==> config.mk <==
export PLATFORM = sky130hd
export DESIGN_NAME = rec_eval
export DESIGN_NICKNAME = d
export VERILOG_FILES = /design/src/rtl/rec_eval_pkg.sv /design/src/rtl/cont_stack.sv /design/src/rtl/rec_step.sv /design/src/rtl/rec_eval.sv
export SDC_FILE = /design/constraint.sdc
export NUM_CORES = 2
export LEC_CHECK = 0
export BUFFER_PORTS_ARGS = -buffer_cell sky130_fd_sc_hd__buf_2
export CAP_MARGIN = 20
export CORE_ASPECT_RATIO = 2
export CORE_MARGIN = 2
export CORE_UTILIZATION = 30
export CTS_BUF_LIST = sky130_fd_sc_hd__clkbuf_16
export CTS_CLUSTER_SIZE = 20
export DETAILED_ROUTE_END_ITERATION = 6
export SETUP_SLACK_MARGIN = 0.5
export SLEW_MARGIN = 20
export SYNTH_ARGS = -nofsm -noshare
export SYNTH_HDL_FRONTEND = slang
export SYNTH_HIERARCHICAL = 1
export SYNTH_SLANG_ARGS = --single-unit
==> constraint.sdc <==
create_clock -name clk -period 6.12 [get_ports clk]
set_clock_uncertainty 0.2 [all_clocks]
set_input_delay 0.612 -clock clk [delete_from_list [all_inputs] [get_ports clk]]
set_output_delay 0.612 -clock clk [all_outputs]
set_load 0.03 [all_outputs]
==> src/rtl/rec_eval_pkg.sv <==
// Shared types for the recursive evaluator.
// Assumes: three resume tags and four controller states are enough.
package rec_eval_pkg;

    // Resume tag stored in each continuation frame
    typedef enum logic [1:0] {
        TAG_FIN = 2'd0,
        TAG_S1  = 2'd1,
        TAG_S2  = 2'd2
    } tag_e;

    // Controller state
    typedef enum logic [1:0] {
        ST_IDLE  = 2'd0,
        ST_ENTRY = 2'd1,
        ST_S1    = 2'd2,
        ST_S2    = 2'd3
    } st_e;

endpackage

==> src/rtl/cont_stack.sv <==
// Continuation stack: LIFO of {resume tag, saved value} frames.
// Assumes: push and pop never arrive in the same cycle. A push while full
// and a pop while empty are both dropped. Clear takes priority over both.
module cont_stack
    import rec_eval_pkg::*;
#(
    parameter int DEPTH = 64,
    parameter int VAL_W = 32,
    localparam int LVL_W = $clog2(DEPTH + 1),
    localparam int IDX_W = (DEPTH > 1) ? $clog2(DEPTH) : 1
) (
    input  logic             clk,
    input  logic             rst_n,
    input  logic             clear,
    input  logic             push,
    input  logic             pop,
    input  tag_e             push_tag,
    input  logic [VAL_W-1:0] push_val,
    output tag_e             top_tag,
    output logic [VAL_W-1:0] top_val,
    output logic             full,
    output logic [LVL_W-1:0] level
);

    tag_e             tag_mem [DEPTH];
    logic [VAL_W-1:0] val_mem [DEPTH];
    logic [LVL_W-1:0] ptr_q;
    logic [IDX_W-1:0] rd_idx;

    assign full    = (ptr_q == LVL_W'(DEPTH));
    assign level   = ptr_q;
    assign rd_idx  = IDX_W'(ptr_q - 1'b1);
    assign top_tag = tag_mem[rd_idx];
    assign top_val = val_mem[rd_idx];

    // Occupancy pointer: reset/clear empties, push grows, pop shrinks
    always_ff @(posedge clk) begin
        if (!rst_n || clear) begin
            ptr_q <= '0;
        end else if (push && !full) begin
            ptr_q <= ptr_q + 1'b1;
        end else if (pop && ptr_q != '0) begin
            ptr_q <= ptr_q - 1'b1;
        end
    end

    // Frame storage write on an accepted push
    always_ff @(posedge clk) begin
        if (push && !full && !clear) begin
            tag_mem[ptr_q[IDX_W-1:0]] <= push_tag;
            val_mem[ptr_q[IDX_W-1:0]] <= push_val;
        end
    end

endmodule

==> src/rtl/rec_step.sv <==
// One combinational evaluation step: from the current state, the argument
// register, the side register and the stack top, it derives the next values
// and the stack command.
// Assumes: a pop is only requested when the stack holds at least one frame.
module rec_step
    import rec_eval_pkg::*;
#(
    parameter int ARG_W = 8,
    parameter int RES_W = 32
) (
    input  st_e              state,
    input  logic [RES_W-1:0] arg_q,
    input  logic [RES_W-1:0] x1_q,
    input  logic             start,
    input  logic [ARG_W-1:0] arg_in,
    input  tag_e             top_tag,
    input  logic [RES_W-1:0] top_val,
    input  logic             full,
    output st_e              state_d,
    output logic [RES_W-1:0] arg_d,
    output logic [RES_W-1:0] x1_d,
    output logic             push,
    output tag_e             push_tag,
    output logic [RES_W-1:0] push_val,
    output logic             pop,
    output logic             finish,
    output logic             abort
);

    // Next-state, datapath and stack command for one step
    always_comb begin
        state_d  = state;
        arg_d    = arg_q;
        x1_d     = x1_q;
        push     = 1'b0;
        push_tag = TAG_FIN;
        push_val = '0;
        pop      = 1'b0;
        finish   = 1'b0;
        abort    = 1'b0;

        case (state)
            ST_IDLE: begin
                if (start) begin
                    push    = 1'b1;
                    arg_d   = RES_W'(arg_in);
                    state_d = ST_ENTRY;
                end
            end
            ST_ENTRY: begin
                if (arg_q > RES_W'(1)) begin
                    push     = 1'b1;
                    push_tag = TAG_S1;
                    push_val = arg_q;
                    arg_d    = arg_q - RES_W'(1);
                end else begin
                    arg_d = RES_W'(1);
                    pop   = 1'b1;
                end
            end
            ST_S1: begin
                push     = 1'b1;
                push_tag = TAG_S2;
                push_val = arg_q;
                arg_d    = x1_q - RES_W'(2);
                state_d  = ST_ENTRY;
            end
            default: begin
                arg_d = RES_W'(1) + x1_q + arg_q;
                pop   = 1'b1;
            end
        endcase

        // Resume the popped continuation
        if (pop) begin
            x1_d = top_val;
            case (top_tag)
                TAG_S1:  state_d = ST_S1;
                TAG_S2:  state_d = ST_S2;
                default: begin
                    state_d = ST_IDLE;
                    finish  = 1'b1;
                end
            endcase
        end

        // A push with no free frame aborts the run
        if (push && full) begin
            abort   = 1'b1;
            state_d = ST_IDLE;
        end
    end

endmodule

==> src/rtl/rec_eval.sv <==
// Recursive evaluator top: computes f(0)=f(1)=1, f(n)=1+f(n-1)+f(n-2) with
// one argument register, a side register and a continuation stack.
// Assumes: start is sampled only in idle; rst_n is synchronous, active low.
module rec_eval
    import rec_eval_pkg::*;
#(
    parameter int ARG_W = 8,
    parameter int RES_W = 32,
    parameter int DEPTH = 64,
    localparam int LVL_W = $clog2(DEPTH + 1)
) (
    input  logic             clk,
    input  logic             rst_n,
    input  logic             start,
    input  logic [ARG_W-1:0] arg_in,
    output logic             busy,
    output logic             done,
    output logic [RES_W-1:0] result,
    output logic             overflow
);

    st_e              state_q, state_d;
    logic [RES_W-1:0] arg_q, arg_d, x1_q, x1_d;
    logic [RES_W-1:0] result_q, push_val, top_val;
    logic             done_q, ovf_q;
    logic             push, pop, finish, abort, full;
    tag_e             push_tag, top_tag;
    logic [LVL_W-1:0] stk_level;

    cont_stack #(.DEPTH(DEPTH), .VAL_W(RES_W)) stack_i (
        .clk      (clk),
        .rst_n    (rst_n),
        .clear    (abort),
        .push     (push),
        .pop      (pop),
        .push_tag (push_tag),
        .push_val (push_val),
        .top_tag  (top_tag),
        .top_val  (top_val),
        .full     (full),
        .level    (stk_level)
    );

    rec_step #(.ARG_W(ARG_W), .RES_W(RES_W)) step_i (
        .state    (state_q),
        .arg_q    (arg_q),
        .x1_q     (x1_q),
        .start    (start),
        .arg_in   (arg_in),
        .top_tag  (top_tag),
        .top_val  (top_val),
        .full     (full),
        .state_d  (state_d),
        .arg_d    (arg_d),
        .x1_d     (x1_d),
        .push     (push),
        .push_tag (push_tag),
        .push_val (push_val),
        .pop      (pop),
        .finish   (finish),
        .abort    (abort)
    );

    // Controller and datapath registers, one step per clock
    always_ff @(posedge clk) begin
        if (!rst_n) begin
            state_q <= ST_IDLE;
            arg_q   <= '0;
            x1_q    <= '0;
        end else begin
            state_q <= state_d;
            arg_q   <= arg_d;
            x1_q    <= x1_d;
        end
    end

    // Result capture, completion pulse and sticky overflow
    always_ff @(posedge clk) begin
        if (!rst_n) begin
            result_q <= '0;
            done_q   <= 1'b0;
            ovf_q    <= 1'b0;
        end else begin
            done_q <= finish;
            if (finish) result_q <= arg_d;
            if (abort)  ovf_q    <= 1'b1;
        end
    end

    assign busy     = (state_q != ST_IDLE);
    assign done     = done_q;
    assign result   = result_q;
    assign overflow = ovf_q;

endmodule

==> results.md <==
Timing:
- Setup total negative slack on the finished layout was measured at 0 ns.
- The max-slew violation count is 0.
- Setup violations remaining at the end of the flow were counted as 0.
- The worst path needs between 5 and 6 ns of the cycle, external delays included.
- The remaining max-slew budget at the tightest pin is 27.71%.
- The actual slew at the worst max-slew pin is about 1.1 ns.
- The part of the cycle the worst path needs is a little over four fifths.
- In the post-route analysis, the smallest setup slack over all paths is between 1 and 1.5 ns.
- The hold violation count in the final report came to 0.
- Derived from the worst setup path, the maximum achievable clock frequency is 195.3 MHz.
- Setup repair after global routing left no endpoint under its margin.

Synth:
- The post-synthesis average cell area is around 19 µm².
- Sorting the synthesized cells by area gives the leading types as sky130_fd_sc_hd__edfxtp_1 (71%), sky130_fd_sc_hd__mux4_2 (13%), sky130_fd_sc_hd__dfxtp_1 (2.3%).
- The post-synthesis sequential area ratio is about three quarters.
- After synthesis, the netlist uses between 80 and 90 different library cells.
- The most instantiated library cell after synthesis is sky130_fd_sc_hd__edfxtp_1.
- Of all flip-flops after synthesis, the portion carrying an async set or reset was 0%.
- The count of state elements after synthesis is 2,283.
- The cell area after technology mapping is 92,340 µm².
- Summed over all instances, the cell type with the most area after synthesis is sky130_fd_sc_hd__edfxtp_1.
- The most frequently used flop master after synthesis is sky130_fd_sc_hd__edfxtp_1.
- The share of the synthesized area in the top cell type is between 70% and 80%.
- The cell count after synthesis came out at 4,823.
- The total of warnings raised by yosys is 6.
- The post-synthesis net count is 4,878.
- The commonest cells after synthesis are sky130_fd_sc_hd__edfxtp_1 (2,176), sky130_fd_sc_hd__mux4_2 (544), sky130_fd_sc_hd__a21boi_0 (250).
- In this run, synthesis inferred around 2,200 flip-flops with an integrated enable.

Pwr:
- The peak ir drop on the vdd network is 454.0 µV.
- Cell internal power was estimated by the tool at approximately 30 mW.
- Per report_power, the sequential group accounts for 39.5% of the total.
- The clock network is responsible for between 20 and 25% of the overall power.
- The switching share of total power is a little over a third.
- The design draws between 40 and 50 mW.
- In this run the static leakage power is about 35 nW.
- Combinational logic burns approximately 36% of the power.
- The total net switching power is between 15 and 20 mW.
- The power per standard cell area is approximately 450 nW/µm².

Clocking:
- Gates resized during post-CTS repair numbered 0.
- The clock tree root driver cell is sky130_fd_sc_hd__clkbuf_16.
- TritonCTS built the clock tree.
- The tree built by TritonCTS fans out to about 2,300 sinks.
- The H-tree was split into 4 levels.
- In this run the deepest clock path goes through 4 buffers.
- The number of hold-repair buffers added at the cts stage is 0.
- After clock tree synthesis, the clock-pin slew on the worst setup and hold paths is roughly 0.070 ns.
- Clock latency on the worst-skew pair, taken at its later pin, is 0.86 ns.
- The number of buffers created by CTS is between 150 and 200.
- After clock tree synthesis, the setup repair step added 0 buffers.

GRT:
- The global-route track usage on met3 is under 10%.
- The via count of the first global-routing pass is between 50,000 and 60,000.
- The total track usage is 16.03%.
- The busiest layer in global routing is met2.
- The met2 track demand over resource in global routing is between 30% and 40%.
- Entering global routing, the biggest net connects 90 pins.
- The global-route wire length before repair is approximately 370,000 µm.
- The sum of overflow across all layers after global routing is 0.
- For this run, global-route usage on met1 was measured as between 10% and 20%.
- The number of antenna violations at the first check in global routing came to 2.

Finish:
- Cells fill 34.13% of the core in the end.
- In the final layout, the share of cells above drive strength 1 is 23.76%.
- The net count reported at finish is 5,070.
- Compared with the post-synthesis result, the final layout area differs by 13.47%.
- The final-layout fill cell count is 28,890.

Detailed routing:
- In this run, the number of DRC markers left after iteration 0 of detailed routing was roughly 4,300.
- The number of detailed-routing iterations run before antenna repair is 5.
- The number of vias in the routed layout is approximately 48,000.
- The vias per cell is roughly 5.2.
- The count of unresolved DRC violations after routing is 0.
- Once detail routing completed, the nets flagged for antenna violations numbered 0.
- Wires add up to ~260,000 µm.
- The routed wirelength normalized by instance count is about 28 µm.

Worst setup path:
- The worst setup path is launched from a flop.
- The arrival time at the worst endpoint is 5.68 ns.
- STA classifies the critical path endpoint as a flop.
- The maximum fanout along the worst path is 42.
- The critical path required time is between 6 and 7 ns.
- The path type of the worst setup path is flop to flop.

Place:
- The half-perimeter wire length after detailed placement is about 160,000 µm.
- At the end of routability-driven placement, the weighted congestion stood at roughly 0.93.
- During placement, the flow inserted port buffers numbering 45.
- The worst slack at placement is 0.9473 ns.

Run status:
- The run finished with clean final reports.

Floorplanning:
- For this configuration, the core starts out at a cell density of 30.08%.
- In this run the horizontal extent of the chip is about 400 µm.
- 46 I/O pins were placed.
- The die area is ~310,000 µm².
- The floorplan has 288 rows.
- The die boundary height is 788.6 µm.
- The area of the core is a little over 300,000 µm².

Flow run:
- The number of maximum-capacitance constraint violations is 0.

Hold path:
- The worst min-delay path class is primary input to flop.
[final timing paths]
check        depth (start not counted)    endpoint              from  slack [ns]
min reg2reg                          2  result[19]        result[19]        0.32
max reg2reg                         13   result[5]  stack_i/level[0]        1.00
max                                 13   result[5]  stack_i/level[0]        1.00
min                                  5    arg_q[7]         arg_in[7]        0.21
[layout make-up]
cell class / instances / area [µm²] / share of cell area (%)
clock inverter: 137 / 970.9 / 0.9266
antenna: 5 / 12.51 / 0.01194
clock buffer: 184 / 4604 / 4.394
sequential: 2283 / 67490 / 64.41
timing repair buffer: 288 / 2375 / 2.266
multi-input combinational: 2186 / 23980 / 22.88
inverter: 74 / 277.8 / 0.2651
tap: 4060 / 5080 / 4.848
[cells in the final DEF, fill, tap and decap left out, drive strengths merged, types with 9 or more instances in the layout]
master and instances:
nand2b 13, ha 43, and3 10, edfxtp 2176, and2b 14, inv 119, bufinv 12, nand3 25
xor2 36, clkbuf 184, a21o 18, o21ai 47, clkinvlp 11, clkinv 69, a21boi 250, nor3 45
nor2 124, and2 107, nand2 164, or3 11, o2111ai 33, nor4 32, mux4 544, a211oi 30
mux2i 40, o41ai 104, o22ai 25, xnor2 24, nand4 12, dfxtp 107, nor2b 245, a21oi 66
nor3b 9, buf 288, o211ai 10
[power by group through the flow]
| stage | clock network (mW) | logic [mW] | registers, mW |
|---|---|---|---|
| after detailed placement | 0 | 16.8 | 18.8 |
| after floorplan | 0 | 10.4 | 18.7 |
| after global placement | 0 | 16.7 | 18.7 |
| final | 11.5 | 16.8 | 18.4 |
| after global routing | 12.2 | 17.6 | 18.5 |
| after CTS | 11.8 | 16.8 | 18.4 |
[flip-flops by register name (all words and copies together), names as in the netlist]
register and cells:
stack_i/val_mem 2048, stack_i/tag_mem 128, arg_q 32, result 32, x1_q 32, stack_i/level 7, state_q 2, done 1
overflow 1
[layer usage]
metal / up-vias / share of wire (%)
li1: 19980 / -
met1: 25820 / 34
met2: 1604 / 58
met3: 514 / 4.1
met4: 0 / 4.4
met5: - / 0
[critical path, stage by stage (launching register included)]
cell,delay [ns]
sky130_fd_sc_hd__dfxtp_4,0.63
sky130_fd_sc_hd__inv_1,0.24
sky130_fd_sc_hd__ha_4,0.81
sky130_fd_sc_hd__buf_12,0.37
sky130_fd_sc_hd__mux4_2,0.35
sky130_fd_sc_hd__nor2b_1,0.14
sky130_fd_sc_hd__o41ai_1,0.77
sky130_fd_sc_hd__o2111ai_1,0.22
sky130_fd_sc_hd__inv_1,0.10
sky130_fd_sc_hd__ha_1,0.12
sky130_fd_sc_hd__and2_2,0.12
sky130_fd_sc_hd__buf_4,0.50
sky130_fd_sc_hd__mux2i_1,0.27
sky130_fd_sc_hd__nor2b_1,0.06
[stage by stage]
| stage | std cells | hold slack, ns | instance area, µm² |
|---|---|---|---|
| 3_5_place_dp | 8891 | 0.3026 | 99190 |
| 4_1_cts | 9212 | 0.1671 | 104800 |
| 6_report | 9217 | 0.2109 | 104800 |
| 5_1_grt | 9213 | 0.2330 | 104800 |
| 3_3_place_gp | 8890 | 0.3176 | 99150 |
| 2_1_floorplan | 4823 | 0.3677 | 92340 |
[cell families (layout without fill, tap and decap cells)]
family	count (synthesis)	count (layout)	share of synthesized area, %
AO/OA/AOI/OAI	659	659	5.364
XOR/XNOR	60	60	0.5691
flip-flops	2283	2283	73.08
other	0	5	0
buffers and inverters	354	683	1.681
AND/OR/NAND/NOR	833	833	4.925
multiplexers	590	590	13.77
adder cells (fa/ha/maj)	44	44	0.6043
(Power assumes the default switching activity.)
